$ cat config.mk
export PLATFORM = sky130hd
export DESIGN_NAME = i2cm_core
export DESIGN_NICKNAME = d
export VERILOG_FILES = /design/src/rtl/i2cm_pkg.sv /design/src/rtl/i2cm_tick.sv /design/src/rtl/i2cm_bitfsm.sv /design/src/rtl/i2cm_bytefsm.sv /design/src/rtl/i2cm_core.sv
export SDC_FILE = /design/constraint.sdc
export NUM_CORES = 1
export LEC_CHECK = 0
export CORE_UTILIZATION = 60
export DETAILED_ROUTE_END_ITERATION = 16
export DONT_BUFFER_PORTS = 1
export PLACE_DENSITY = 0.76
export RECOVER_POWER = 100
export SLEW_MARGIN = 20
export SYNTH_ARGS = -nofsm -noshare
export SYNTH_HDL_FRONTEND = slang
export SYNTH_SLANG_ARGS = --single-unit
$ cat constraint.sdc
create_clock -name clk -period 2.9 [get_ports clk]
set_clock_uncertainty 0.1 [all_clocks]
set_input_delay 0.87 -clock clk [delete_from_list [all_inputs] [get_ports clk]]
set_output_delay 0.87 -clock clk [all_outputs]
set_load 0.02 [all_outputs]
$ cat src/rtl/i2cm_pkg.sv
package i2cm_pkg;
    // register addresses
    localparam int ADR_PRE_LO = 0;
    localparam int ADR_PRE_HI = 1;
    localparam int ADR_CTRL   = 2;
    localparam int ADR_DATA   = 3;
    localparam int ADR_CMD    = 4;

    // command bit positions
    localparam int CB_STA  = 7;
    localparam int CB_STO  = 6;
    localparam int CB_RD   = 5;
    localparam int CB_WR   = 4;
    localparam int CB_NACK = 3;
    localparam int CB_IACK = 0;

    // control and status bit positions
    localparam int KB_EN   = 7;
    localparam int KB_IE   = 6;
    localparam int SB_RXNA = 7;
    localparam int SB_BUSY = 6;
    localparam int SB_TIP  = 1;
    localparam int SB_DONE = 0;

    typedef enum logic [2:0] {
        BIT_IDLE, BIT_START, BIT_STOP, BIT_WRITE, BIT_READ
    } bit_op_e;

    typedef enum logic [2:0] {
        BYTE_IDLE, BYTE_START, BYTE_DATA, BYTE_ACK, BYTE_STOP
    } byte_st_e;
endpackage

$ cat src/rtl/i2cm_tick.sv
module i2cm_tick #(
    parameter int PW = 16
) (
    input  logic          clk,
    input  logic          rst_n,
    input  logic          en,
    input  logic [PW-1:0] prescale,
    output logic          tick
);
    logic [PW-1:0] cnt;

    always_ff @(posedge clk or negedge rst_n) begin
        if (!rst_n)                  cnt <= '0;
        else if (!en || cnt == '0)   cnt <= prescale;
        else                         cnt <= cnt - 1'b1;
    end

    assign tick = en && (cnt == '0);
endmodule

$ cat src/rtl/i2cm_bitfsm.sv
module i2cm_bitfsm
    import i2cm_pkg::*;
(
    input  logic    clk,
    input  logic    rst_n,
    input  logic    en,
    input  logic    tick,
    input  logic    go,
    input  bit_op_e op,
    input  logic    din,
    input  logic    sda_s,
    output logic    done,
    output logic    dout,
    output logic    scl_oen,
    output logic    sda_oen
);
    bit_op_e    st;
    logic [1:0] ph;
    logic       din_q, scl_low, sda_low, scl_n, sda_n;

    // state register
    always_ff @(posedge clk or negedge rst_n) begin
        if (!rst_n) begin
            st      <= BIT_IDLE;
            ph      <= '0;
            din_q   <= 1'b1;
            scl_low <= 1'b0;
            sda_low <= 1'b0;
            done    <= 1'b0;
            dout    <= 1'b1;
        end else begin
            done <= 1'b0;
            if (!en) begin
                st      <= BIT_IDLE;
                ph      <= '0;
                scl_low <= 1'b0;
                sda_low <= 1'b0;
            end else if (st == BIT_IDLE) begin
                if (go) begin
                    st    <= op;
                    din_q <= din;
                    ph    <= '0;
                end
            end else if (tick) begin
                scl_low <= scl_n;
                sda_low <= sda_n;
                if (st == BIT_READ && ph == 2'd2) dout <= sda_s;
                if (ph == 2'd3) begin
                    st   <= BIT_IDLE;
                    done <= 1'b1;
                end
                ph <= ph + 2'd1;
            end
        end
    end

    // line drive for the phase being entered
    always_comb begin
        scl_n = scl_low;
        sda_n = sda_low;
        unique case (st)
            BIT_IDLE: ;
            BIT_START: begin
                case (ph)
                    2'd0:    sda_n = 1'b0;
                    2'd1:    scl_n = 1'b0;
                    2'd2:    sda_n = 1'b1;
                    default: scl_n = 1'b1;
                endcase
            end
            BIT_STOP: begin
                case (ph)
                    2'd0: begin scl_n = 1'b1; sda_n = 1'b1; end
                    2'd1:    scl_n = 1'b0;
                    2'd2:    sda_n = 1'b0;
                    default: ;
                endcase
            end
            BIT_WRITE, BIT_READ: begin
                case (ph)
                    2'd0: begin
                        scl_n = 1'b1;
                        sda_n = (st == BIT_WRITE) ? ~din_q : 1'b0;
                    end
                    2'd1:    scl_n = 1'b0;
                    2'd2:    ;
                    default: scl_n = 1'b1;
                endcase
            end
        endcase
    end

    assign scl_oen = ~scl_low;
    assign sda_oen = ~sda_low;
endmodule

$ cat src/rtl/i2cm_bytefsm.sv
module i2cm_bytefsm
    import i2cm_pkg::*;
#(
    parameter int DW = 8
) (
    input  logic          clk,
    input  logic          rst_n,
    input  logic          en,
    input  logic          go,
    input  logic          c_sta,
    input  logic          c_sto,
    input  logic          c_rd,
    input  logic          c_wr,
    input  logic          c_nack,
    input  logic [DW-1:0] txd,
    input  logic          bit_done,
    input  logic          bit_dout,
    output logic          bit_go,
    output bit_op_e       bit_op,
    output logic          bit_din,
    output logic          tip,
    output logic          done,
    output logic          rxack,
    output logic [DW-1:0] rxd
);
    localparam int CW = $clog2(DW);

    byte_st_e      st;
    logic          issued, sto_q, rd_q, wr_q, nack_q;
    logic [CW-1:0] cnt;
    logic [DW-1:0] sr;

    // state register
    always_ff @(posedge clk or negedge rst_n) begin
        if (!rst_n) begin
            st <= BYTE_IDLE; issued <= 1'b0; done <= 1'b0;
            sto_q <= 1'b0; rd_q <= 1'b0; wr_q <= 1'b0; nack_q <= 1'b0;
            cnt <= '0; sr <= '0; rxd <= '0; rxack <= 1'b0;
        end else begin
            done <= 1'b0;
            if (!en) begin
                st     <= BYTE_IDLE;
                issued <= 1'b0;
            end else if (st == BYTE_IDLE) begin
                if (go) begin
                    sto_q  <= c_sto;
                    rd_q   <= c_rd;
                    wr_q   <= c_wr;
                    nack_q <= c_nack;
                    sr     <= txd;
                    cnt    <= CW'(DW - 1);
                    issued <= 1'b0;
                    if (c_sta)             st <= BYTE_START;
                    else if (c_rd || c_wr) st <= BYTE_DATA;
                    else if (c_sto)        st <= BYTE_STOP;
                end
            end else if (!issued) begin
                issued <= 1'b1;
            end else if (bit_done) begin
                issued <= 1'b0;
                case (st)
                    BYTE_START: begin
                        if (rd_q || wr_q) st <= BYTE_DATA;
                        else if (sto_q)   st <= BYTE_STOP;
                        else begin st <= BYTE_IDLE; done <= 1'b1; end
                    end
                    BYTE_DATA: begin
                        sr <= {sr[DW-2:0], rd_q ? bit_dout : 1'b0};
                        if (cnt == '0) st <= BYTE_ACK;
                        else           cnt <= cnt - 1'b1;
                    end
                    BYTE_ACK: begin
                        if (rd_q) rxd   <= sr;
                        else      rxack <= bit_dout;
                        if (sto_q) st <= BYTE_STOP;
                        else begin st <= BYTE_IDLE; done <= 1'b1; end
                    end
                    BYTE_STOP: begin
                        st   <= BYTE_IDLE;
                        done <= 1'b1;
                    end
                    default: ;
                endcase
            end
        end
    end

    // requests to the bit engine
    always_comb begin
        bit_op  = BIT_IDLE;
        bit_din = 1'b1;
        unique case (st)
            BYTE_IDLE:  ;
            BYTE_START: bit_op = BIT_START;
            BYTE_STOP:  bit_op = BIT_STOP;
            BYTE_DATA: begin
                bit_op  = rd_q ? BIT_READ : BIT_WRITE;
                bit_din = sr[DW-1];
            end
            BYTE_ACK: begin
                bit_op  = rd_q ? BIT_WRITE : BIT_READ;
                bit_din = nack_q;
            end
        endcase
    end

    assign bit_go = (st != BYTE_IDLE) && !issued;
    assign tip    = (st != BYTE_IDLE);
endmodule

$ cat src/rtl/i2cm_core.sv
module i2cm_core
    import i2cm_pkg::*;
#(
    parameter int DW = 8,
    parameter int AW = 3
) (
    input  logic          clk,
    input  logic          rst_n,
    input  logic [AW-1:0] wb_adr,
    input  logic [DW-1:0] wb_dat_i,
    output logic [DW-1:0] wb_dat_o,
    input  logic          wb_we,
    input  logic          wb_stb,
    output logic          wb_ack,
    input  logic          scl_i,
    output logic          scl_o,
    output logic          scl_oen,
    input  logic          sda_i,
    output logic          sda_o,
    output logic          sda_oen
);
    localparam int PW = 2 * DW;

    logic [PW-1:0] pre_q;
    logic [DW-1:0] tx_q, rxd, status, rd_mux;
    logic          en_q, ie_q, done_q, busy_q, ack_q;
    logic          scl_m, scl_s, scl_p, sda_m, sda_s, sda_p;
    logic          acc, wr_acc, cmd_wr, iack, go, tip, seq_done, rxack;
    logic          tick, bit_go, bit_din, bit_done, bit_dout;
    bit_op_e       bit_op;

    assign acc    = wb_stb && !ack_q;
    assign wr_acc = acc && wb_we;
    assign cmd_wr = wr_acc && (wb_adr == AW'(ADR_CMD));
    assign iack   = cmd_wr && wb_dat_i[CB_IACK];
    assign go     = cmd_wr && en_q && !tip;

    always_ff @(posedge clk or negedge rst_n) begin
        if (!rst_n) begin
            pre_q <= '1; tx_q <= '0; en_q <= 1'b0; ie_q <= 1'b0;
            ack_q <= 1'b0; wb_dat_o <= '0; done_q <= 1'b0; busy_q <= 1'b0;
            {scl_m, scl_s, scl_p, sda_m, sda_s, sda_p} <= '1;
        end else begin
            ack_q <= acc;
            if (acc && !wb_we) wb_dat_o <= rd_mux;
            if (wr_acc) begin
                if (wb_adr == AW'(ADR_PRE_LO)) pre_q[DW-1:0]  <= wb_dat_i;
                if (wb_adr == AW'(ADR_PRE_HI)) pre_q[PW-1:DW] <= wb_dat_i;
                if (wb_adr == AW'(ADR_DATA))   tx_q           <= wb_dat_i;
                if (wb_adr == AW'(ADR_CTRL)) begin
                    en_q <= wb_dat_i[KB_EN];
                    ie_q <= wb_dat_i[KB_IE];
                end
            end
            if (seq_done)  done_q <= 1'b1;
            else if (iack) done_q <= 1'b0;
            {scl_p, scl_s, scl_m} <= {scl_s, scl_m, scl_i};
            {sda_p, sda_s, sda_m} <= {sda_s, sda_m, sda_i};
            if (scl_s && scl_p && sda_p && !sda_s)      busy_q <= 1'b1;
            else if (scl_s && scl_p && !sda_p && sda_s) busy_q <= 1'b0;
        end
    end

    always_comb begin
        status          = '0;
        status[SB_RXNA] = rxack;
        status[SB_BUSY] = busy_q;
        status[SB_TIP]  = tip;
        status[SB_DONE] = done_q;
        case (wb_adr)
            AW'(ADR_PRE_LO): rd_mux = pre_q[DW-1:0];
            AW'(ADR_PRE_HI): rd_mux = pre_q[PW-1:DW];
            AW'(ADR_CTRL): begin
                rd_mux        = '0;
                rd_mux[KB_EN] = en_q;
                rd_mux[KB_IE] = ie_q;
            end
            AW'(ADR_DATA): rd_mux = rxd;
            AW'(ADR_CMD):  rd_mux = status;
            default:       rd_mux = '0;
        endcase
    end

    assign wb_ack = ack_q;
    assign scl_o  = 1'b0;
    assign sda_o  = 1'b0;

    i2cm_tick #(.PW(PW)) u_tick (
        .clk(clk), .rst_n(rst_n), .en(en_q), .prescale(pre_q), .tick(tick)
    );

    i2cm_bytefsm #(.DW(DW)) u_byte (
        .clk(clk), .rst_n(rst_n), .en(en_q), .go(go),
        .c_sta(wb_dat_i[CB_STA]), .c_sto(wb_dat_i[CB_STO]),
        .c_rd(wb_dat_i[CB_RD]), .c_wr(wb_dat_i[CB_WR]),
        .c_nack(wb_dat_i[CB_NACK]), .txd(tx_q),
        .bit_done(bit_done), .bit_dout(bit_dout),
        .bit_go(bit_go), .bit_op(bit_op), .bit_din(bit_din),
        .tip(tip), .done(seq_done), .rxack(rxack), .rxd(rxd)
    );

    i2cm_bitfsm u_bit (
        .clk(clk), .rst_n(rst_n), .en(en_q), .tick(tick), .go(bit_go),
        .op(bit_op), .din(bit_din), .sda_s(sda_s),
        .done(bit_done), .dout(bit_dout), .scl_oen(scl_oen), .sda_oen(sda_oen)
    );
endmodule

# Word-level counts from Yosys, hierarchy flattened
# Index checks and enable logic that the tools add are counted.
# totals
register_bits	98
output_inout_bits	13
# classes
n_addsub	3
eq_ne	35
n_mux	74
bitwise	6
reduce_logical	55
# op_table
operator	count
two-way mux 3 bit	24
two-way mux 8 bit	5
one-hot mux 8 bit (5 select lines)	1
AND reduction 6 bit	6
two-way mux 1 bit	28
one-hot mux 3 bit (4 select lines)	2
equality test 3 x 2 -> 1 bit, second input constant	6
zero test 16 bit	1
two-way mux 16 bit	1
inequality test 4 x 2 -> 1 bit, second input constant	4
subtractor 16 x 1 -> 16 bit, second input constant	1
logical AND 1 bit	15
zero test 3 bit	4
inequality test 3 x 1 -> 1 bit, second input constant	4
inequality test 3 bit, second input constant	4
one-hot mux 1 bit (2 select lines)	6
AND reduction 2 bit	5
nonzero test 2 bit	5
equality test 3 x 1 -> 1 bit, second input constant	3
equality test 3 bit, second input constant	3
one-hot mux 1 bit (3 select lines)	3
AND reduction 3 bit	3
two-way mux 2 bit	4
zero test 1 bit	7
17 further kinds	28

# Logic depth before layout (Yosys ltp)
# Gate-level depths: netlist of run 1.
# depth
ltp_word	9
depth_mapped	7
depth_no_buf	6

# Cells and area by module
# A second synthesis of run 1 with hierarchy kept.
# unflattened
cells_unflattened	443
hier_area_um2	5058.6
# by_module_without_submodules
mod	n_inst	cells_per_inst	area_each_um2	seq_area_each_um2
i2cm_core	1	135	1926.8	1103.6
i2cm_bytefsm	1	151	1616.6	725.7
i2cm_tick	1	89	864.6	400.4
i2cm_bitfsm	1	68	650.6	252.7

# Worst setup path before layout of run 1
# Ideal clock, no wire load.
# synth_path
path_type	input to register
startpoint	input wb_adr[0]
endpoint	register wb_dat_o[6]
setup_ns	0.126
arrival_ns	2.000
slack_ns	0.674
stages	4
n_path_buf	1
cell_sequence	clkbuf_1 mux4_2 a221oi_1 nor2_1
# synth_between
elab_chain_cells	2
word_cells_on_any_way	6
# synth_rtl
element	line	source
start, declared	i2cm_core.sv:9	input logic [AW-1:0] wb_adr,
equality test 3 bit (tied with other cells)	i2cm_core.sv:70	case (wb_adr)
one-hot mux 8 bit (5 select lines) *	i2cm_core.sv:70	
end signal, assigned	i2cm_core.sv:45	if (acc && !wb_we) wb_dat_o <= rd_mux;
end, declared	i2cm_core.sv:11	output logic [DW-1:0] wb_dat_o,
# Mark *: on every way between the ends. The rest lies on a longest branch, timed or not.
# A chain may end at the register's enable or synchronous reset.

# Worst setup path after layout of run 1
# layout_path
startpoint	input wb_adr[1]
endpoint	register u_byte.sr[1]
# layout_between
elab_chain_cells	6
# layout_rtl
element	line	source
equality test 3 bit	i2cm_core.sv:34	assign cmd_wr = wr_acc && (wb_adr == AW'(ADR_CMD));
logical AND 1 bit	i2cm_core.sv:34	
logical AND 1 bit (2 in series)	i2cm_core.sv:36	assign go = cmd_wr && en_q && !tip;
inequality test 2 bit (no source line)	-	
AND reduction 5 bit (no source line)	-	
end signal, assigned	i2cm_bytefsm.sv:50	sr <= txd;
end signal, assigned	i2cm_bytefsm.sv:68	sr <= {sr[DW-2:0], rd_q ? bit_dout : 1'b0};
end, declared	i2cm_bytefsm.sv:31	logic [DW-1:0] sr;
# Every way passes these cells.

==> results.md, run 1 <==
* Status: completed
* Number of flops mapped to enable cells by yosys at 0
* Mux share of post-synthesis cell area at 13.5%
* Crit Reg-Reg Startpoint: u_byte.st[1]
* Xor/xnor share of the synthesized area at 2.84%
* Netlist Area Pre-Place at 0.00493 sq mm
* Vias per inst at 6.20
* Fraction of the mapped netlist area in simple logic gates at 14.5%
* Largest family of logic cells by synthesized area: simple AND/OR/NAND/NOR gates
* Number of buffers inserted by port buffering at 0
* Number of iterations in the first detailed-routing pass at 4
* Drt initial violations at 193
* Reported leakage power at 2.16 nW
* Adder-cell area share of the yosys netlist at 2.03%
* Total number of cells along the worst setup path at 4
* # diodes at 0
* IR Drop Worst-Case VDD at 0.456 mV
* Multi-input combinational cell area at 0.00223 sq mm
* DP Cell Count at 527
* Routability Congestion at 0.891
* Gate count after technology mapping at 438
* Buffers plus inverters on the worst setup path at 0
* Portion of the clock cycle consumed by the worst path in the final layout at 87.8%
* Number of DRC violations after detailed routing at 0
* Total setup buffers inserted after CTS at 0
* Clock sink total at 98
* Post-synthesis compound-gate area fraction at 12.9%
* Fraction of layout instances using a drive strength above 1 at 22.7%
* Aggregate global-route resource usage at 25.5%
* TritonCTS clock tree: yes
* Area used by sequential logic in the layout at 0.00248 sq mm
* Floorplan core area at 0.00785 sq mm
* Worst slack at placement at 435 ps
* Number of filler instances in the final layout at 603
* Worst-margin pin slew at 1160 ps
* Sequential area share after synthesis at 50.3%
* Number of buffers added by the clock tree synthesis step at 9
* Initial Util at 62.9%
* Async set-reset flop share out of synthesis at 100%
* Achievable Freq at 393 MHz
* Worst setup margin at 354 ps
* Clock latency on the worst-skew pair at 360 ps
* Detailed-route via count at 3368
* Crit-path slowest cell: sky130_fd_sc_hd__o31ai_2
* Die Area at 0.00859 sq mm
* Arrival time reported for the critical path endpoint at 2730 ps
* RSZ-0062 raised after global routing: false
* Type of the setup path with the least slack: input pin to flop
* Top-level port count at 30
* Overall routed net length at 9920 um
* Critical register-to-register path endpoint: u_byte.st[2]
* Root Buffer: sky130_fd_sc_hd__clkbuf_8
* Total setup violations reported at the end of the flow at 0
* Post-synth top flop: sky130_fd_sc_hd__dfrtp_1
* Die H at 92.7 um
* Final-report hold violation count at 0
* Register-to-Register Path Depth at 4
* Hold-fix buffers at CTS at 0
* Setup TNS at 0 ps
* CP top delay family: compound AO/OA/AOI/OAI gates
* Crit path to: u_byte.sr[1]
* Half-perimeter wire length after detailed placement at 7070 um
* Layout overhead on the synthesized area at 4.31%
* Design Power at 4.16 mW
* Post-synthesis cell type count at 69
* PostCTS Resize Cnt at 0
* First-pass GRT wire length at 16700 um
* Initial antenna violation count at 0
* Source of the critical timing path: wb_adr[1]
* Largest stage delay on the critical path at 980 ps
* Final worst path period need at 2550 ps
* WP data required at 3080 ps
* Crit-path max FO at 20
* Clock Tree Buf Depth at 2
* Routed wire length per instance at 18.3 um
* Worst max-slew margin expressed relative to the limit at 22.1%
* Largest net degree at the start of global routing at 99
* # H-tree levels at 3
* Category of the worst setup path launch point: input pin
* Number of max-capacitance violations reported at 0
* Power density of the placed cells at 808 mW/mm^2
* Standard-cell row count at 32
* Class of the most critical hold timing path: input pin to asynchronous set/reset pin
* Non-filler cells in the finished layout at 543
* Critical Path, Cell by Cell: or3b_1, o31ai_2, a21oi_1, a41oi_1
* Final antenna-violating net count at 0
* Average cell area after synthesis at 11.3 sq um
* Floorplan die width at 92.7 um
* Register clock-pin slew on the reported worst setup and hold paths at 100 ps
* Register-to-register setup slack at 490 ps
* Yosys reg bits at 98
* Crit path capture type: flop
* Max Slew Vio Count at 0
* Number of nets in the layout at 461
* Vias in the first global route at 3306
* Leftover overflow at the end of global routing at 0
* Number of warnings issued by yosys at 0
## worst min-delay path by stage
stage | end | depth (start not counted) | from | slack, ps
5_1_grt | u_tick.cnt[4] | 0 | rst_n | 60
3_5_place_dp | sda_s | 0 | sda_m | 250
6_report | u_tick.cnt[8] | 0 | rst_n | 90
4_1_cts | u_tick.cnt[8] | 0 | rst_n | 70
2_1_floorplan | scl_s | 0 | scl_m | 250
3_3_place_gp | sda_s | 0 | sda_m | 250
## kinds of logic after synthesis
logic type	Yosys count
simple gates	131
flops	98
compound gates	91
mux	58
buf+inv	35
xor+xnor	16
fa+ha+maj	8
other cells	1
## cell usage in the layout (no fill, tap or decap), drive strengths merged, types with 8 or more instances in the layout
cell type,n
clkbuf,10
nand2,44
mux2,47
o21ai,28
a41oi,8
nor3,12
dfrtp,74
a21oi,19
xor2,8
xnor2,8
ha,8
nor2,18
nand3,12
inv,16
mux2i,9
dfstp,24
## where the power goes
part           switching [mW]  internal (mW)
Combinational           0.641          0.546
Clock                   0.496          0.412
Sequential              0.366           1.70
## metal layers
metal	part of all wire (%)	vias up	GRT usage, %	routed length, um
met5	0	-	0	0
met4	0.78	0	5.90	77
met3	4.5	6	5.50	449
met2	49	66	41.2	4850
met1	46	1699	35.7	4540
li1	-	1597	-	-
## metrics by stage
stage                     instance area [sq um]  hold slack [ps]  util (%)
after floorplan                            4940              245         -
after global placement                     4980              248      63.5
after detailed placement                   4980              248      63.5
after CTS                                  5190             69.9      66.1
after global routing                       5150             60.3      65.6
final                                      5150             86.8      65.6
## synthesized netlist by cell type, types with 3 or more instances
| master | n | share of area (%) |
|---|---|---|
| sky130_fd_sc_hd__a21o_1 | 3 | 0.46 |
| sky130_fd_sc_hd__a21oi_1 | 18 | 1.8 |
| sky130_fd_sc_hd__a22o_1 | 6 | 1.1 |
| sky130_fd_sc_hd__a41oi_1 | 6 | 1.1 |
| sky130_fd_sc_hd__buf_2 | 5 | 0.51 |
| sky130_fd_sc_hd__clkbuf_1 | 9 | 0.68 |
| sky130_fd_sc_hd__clkbuf_8 | 3 | 0.84 |
| sky130_fd_sc_hd__dfrtp_1 | 74 | 38 |
| sky130_fd_sc_hd__dfstp_2 | 24 | 13 |
| sky130_fd_sc_hd__ha_1 | 8 | 2.0 |
| sky130_fd_sc_hd__inv_1 | 13 | 0.99 |
| sky130_fd_sc_hd__mux2_2 | 46 | 10 |
| sky130_fd_sc_hd__mux2i_1 | 9 | 1.8 |
| sky130_fd_sc_hd__nand2_1 | 43 | 3.3 |
| sky130_fd_sc_hd__nand2b_1 | 5 | 0.63 |
| sky130_fd_sc_hd__nand3_1 | 12 | 1.2 |
| sky130_fd_sc_hd__nand3b_1 | 4 | 0.61 |
| sky130_fd_sc_hd__nand4_1 | 6 | 0.76 |
| sky130_fd_sc_hd__nor2_1 | 18 | 1.4 |
| sky130_fd_sc_hd__nor2b_1 | 6 | 0.76 |
| sky130_fd_sc_hd__nor3_1 | 9 | 0.91 |
| sky130_fd_sc_hd__nor3b_1 | 5 | 0.76 |
| sky130_fd_sc_hd__nor4_1 | 5 | 0.63 |
| sky130_fd_sc_hd__o211ai_1 | 4 | 0.61 |
| sky130_fd_sc_hd__o21ai_0 | 28 | 2.8 |
| sky130_fd_sc_hd__xnor2_1 | 8 | 1.4 |
| sky130_fd_sc_hd__xor2_1 | 8 | 1.4 |
## worst reg2reg max path: stages, from the launching register on
cell                       delay [ps]
sky130_fd_sc_hd__dfrtp_1          570
sky130_fd_sc_hd__or3_1            490
sky130_fd_sc_hd__nor3_1           480
sky130_fd_sc_hd__o221ai_1         300
sky130_fd_sc_hd__mux2_1           370
## final cells by class
class                   instances  area share (%)
flip-flops and latches         98            48.2
multi-input cells             306            43.3
well taps                     102            2.48
inverters                      14            1.02
clock buffers                   9            2.41
clock inverters                 7            1.60
repair buffers                  7           0.948
## registers in the layout, indices dropped and copies added, names as in the netlist, 2 cells and up
name        count
u_byte.cnt      3
u_tick.cnt     16
u_byte.rxd      8
u_bit.st        3
tx_q            8
u_byte.sr       8
wb_dat_o        8
pre_q          16
u_byte.st       3
u_bit.ph        2
(Power assumes the default switching activity.)
==> run 2, diff against run 1 <==
Settings changed: CORE_ASPECT_RATIO from default to 2.
==> results.md, run 2 (synthesis results as in run 1) <==
* Status: completed (unchanged)
* Vias in the first global route at 3389 (was 3306)
* Design Area, Final at 0.00520 sq mm (was 0.00515 sq mm)
* DR WL met2 at 5980 um (was 4850 um)
* Total setup violations reported at the end of the flow at 0 (unchanged)
* Most frequent standard cell in the layout excluding fill and tap cells: sky130_fd_sc_hd__dfrtp_1 (unchanged)
* # H-tree levels at 3 (unchanged)
* Initial antenna violation count at 0 (unchanged)
* Switch Pwr at 1.54 mW (was 1.50 mW)
* Final hold slack at 115 ps (was 86.8 ps)
* Arrival time reported for the critical path endpoint at 2620 ps (was 2730 ps)
* WP data required at 3030 ps (was 3080 ps)
* Number of DRC violations after detailed routing at 0 (unchanged)
* Portion of the clock cycle consumed by the worst path in the final layout at 86.0% (was 87.8%)
* IR Drop Worst-Case VDD at 0.542 mV (was 0.456 mV)
* Max Slew Vio Count at 0 (unchanged)
* Initial Util at 62.1% (was 62.9%)
* Combinational share of power at 27.0% (was 28.6%)
* Number of iterations in the first detailed-routing pass at 4 (unchanged)
* Number of buffers added by the clock tree synthesis step at 9 (unchanged)
* Worst max-slew margin expressed relative to the limit at 51.9% (was 22.1%)
* Overall routed net length at 10600 um (was 9920 um)
* Hold-fix buffers at CTS at 0 (unchanged)
* Crit path capture type: flop (unchanged)
* Crit Reg-Reg Startpoint: u_tick.cnt[0] (was u_byte.st[1])
* Internal at 2.83 mW (was 2.65 mW)
* Amount of wire on met3 after detailed routing at 252 um (was 449 um)
* Placement-stage cell area at 0.00498 sq mm (unchanged)
* Crit-path max FO at 30 (was 20)
* Clock Tree Buf Depth at 2 (unchanged)
* Worst-margin pin slew at 722 ps (was 1160 ps)
* Critical Path, Cell by Cell: inv_1, ha_1, nor4b_1, a41o_1, clkbuf_2, mux2_2 (was or3b_1, o31ai_2, a21oi_1, a41oi_1)
* Clock latency on the worst-skew pair at 350 ps (was 360 ps)
* Fraction of power spent switching nets at 35.1% (was 36.2%)
* Number of max-capacitance violations reported at 0 (unchanged)
* Top-level port count at 30 (unchanged)
* Root Buffer: sky130_fd_sc_hd__clkbuf_16 (was sky130_fd_sc_hd__clkbuf_8)
* Non-filler cells in the finished layout at 538 (was 543)
* Floorplan core area at 0.00794 sq mm (was 0.00785 sq mm)
* Routed metal-1 wirelength at 3950 um (was 4540 um)
* Setup TNS at 0 ps (unchanged)
* Commonest cells after routing, fill and taps aside: sky130_fd_sc_hd__dfrtp_1, sky130_fd_sc_hd__mux2_2, sky130_fd_sc_hd__nand2_1, sky130_fd_sc_hd__o21ai_0, sky130_fd_sc_hd__dfstp_2 (unchanged)
* Achievable Freq at 401 MHz (was 393 MHz)
* Top metal layer carrying routed signals: met4 (unchanged)
* Register-to-register setup slack at 410 ps (was 490 ps)
* Final worst path period need at 2490 ps (was 2550 ps)
* Die Area at 0.00861 sq mm (was 0.00859 sq mm)
* Final antenna-violating net count at 0 (unchanged)
* Register clock-pin slew on the reported worst setup and hold paths at 80 ps (was 100 ps)
* Largest registers: pre_q (16), u_tick.cnt (16) (unchanged)
* Detailed-route via count at 3452 (was 3368)
* Vias per inst at 6.42 (was 6.20)
* Crit-path slowest cell: sky130_fd_sc_hd__nor4b_1 (was sky130_fd_sc_hd__o31ai_2)
* # diodes at 0 (unchanged)
* Standard-cell row count at 46 (was 32)
* Number of filler instances in the final layout at 636 (was 603)
* Power density of the placed cells at 840 mW/mm^2 (was 808 mW/mm^2)
* Floorplan die width at 66.1 um (was 92.7 um)
* Final-report hold violation count at 0 (unchanged)
* Routability Congestion at 0.819 (was 0.891)
* Half-perimeter wire length after detailed placement at 7710 um (was 7070 um)
* Largest net degree at the start of global routing at 99 (unchanged)
* Register-to-Register Path Depth at 6 (was 4)
* Class of the most critical hold timing path: input pin to asynchronous set/reset pin (unchanged)
* PostCTS Resize Cnt at 0 (unchanged)
* Category of the worst setup path launch point: flop (was input pin)
* Total setup buffers inserted after CTS at 0 (unchanged)
* Layout overhead on the synthesized area at 5.45% (was 4.31%)
* Critical register-to-register path endpoint: u_tick.cnt[15] (was u_byte.st[2])
* First-pass GRT wire length at 16800 um (was 16700 um)
* RSZ-0062 raised after global routing: false (unchanged)
* Number of buffers inserted by port buffering at 0 (unchanged)
* Die H at 130 um (was 92.7 um)
* DP Cell Count at 522 (was 527)
* Type of the setup path with the least slack: flop to flop (was input pin to flop)
* TritonCTS clock tree: yes (unchanged)
* Fraction of power consumed by the clock network at 25.6% (was 21.8%)
* Largest stage delay on the critical path at 510 ps (was 980 ps)
* Leftover overflow at the end of global routing at 0 (unchanged)
* Number of nets in the layout at 462 (was 461)
* Fraction of layout instances using a drive strength above 1 at 22.2% (was 22.7%)
* Reg power frac at 47.5% (was 49.6%)
* Clock sink total at 98 (unchanged)
* Drt initial violations at 157 (was 193)
* Routed wire length per instance at 19.7 um (was 18.3 um)
* Aggregate global-route resource usage at 26.9% (was 25.5%)
* Reported leakage power at 2.19 nW (was 2.16 nW)
==> run 2: changes by cell type in the layout (fill, tap and decap cells not counted), moves of 2 or more <==
| cell | delta |
|---|---|
| sky130_fd_sc_hd__clkbuf_8 | -9 |
| sky130_fd_sc_hd__a41oi_2 | -2 |
| sky130_fd_sc_hd__clkbuf_1 | +2 |
| sky130_fd_sc_hd__a41oi_1 | +2 |
| sky130_fd_sc_hd__clkbuf_16 | +9 |
==> run 2: metal layers <==
| layer | global-route usage [%] | vias to the layer above |
|---|---|---|
| li1 | - | 1592 |
| met1 | 28.4 | 1765 |
| met2 | 48.3 | 65 |
| met3 | 4.46 | 30 |
| met4 | 16.5 | 0 |
| met5 | 0 | - |
==> run 2: power groups by stage <==
stage | Clock (mW) | Combinational [mW] | Sequential [mW]
6_report | 1.12 | 1.18 | 2.08
5_1_grt | 1.19 | 1.30 | 2.12
4_1_cts | 1.14 | 1.23 | 2.07
3_5_place_dp | 0 | 1.22 | 2.10
3_3_place_gp | 0 | 1.18 | 2.08
2_1_floorplan | 0 | 1.06 | 1.95
==> run 2: area by class of cell <==
type                    count  area (sq um)  share of cell area (%)
repair buffers              8          50.0                   0.962
flip-flops and latches     98          2480                    47.7
well taps                  96           120                    2.31
multi-input cells         306          2220                    42.7
clock buffers              10           229                    4.40
inverters                  14          52.6                    1.01
clock inverters             6          48.8                   0.938
==> run 2: worst max path at each step <==
stage,start,to,depth (start not counted),slack (ps)
after floorplan,wb_adr[0],wb_dat_o[6],4,670
after global placement,wb_we,tx_q[3],4,480
after detailed placement,wb_we,tx_q[5],4,410
after CTS,u_byte.st[0],u_byte.st[1],4,600
after global routing,u_tick.cnt[0],u_tick.cnt[15],6,300
final,u_tick.cnt[0],u_tick.cnt[15],6,410
==> run 2: critical path: cells and delay by family, from the launching register on <==
kind | cells | cell delay (ps)
muxes | 1 | 390
adders and majority gates | 1 | 140
AOI/OAI and AO/OA | 1 | 270
and+or+nand+nor | 1 | 510
buffers and inverters | 2 | 530
DFF | 1 | 430
==> run 2: per-stage QoR <==
step,setup slack (ps),power [mW],utilization [%]
global route,295,4.61,65.5
floorplan,674,3.01,-
CTS,598,4.44,66.2
global placement,476,3.26,62.7
detailed placement,412,3.31,62.7
finish,407,4.37,65.5
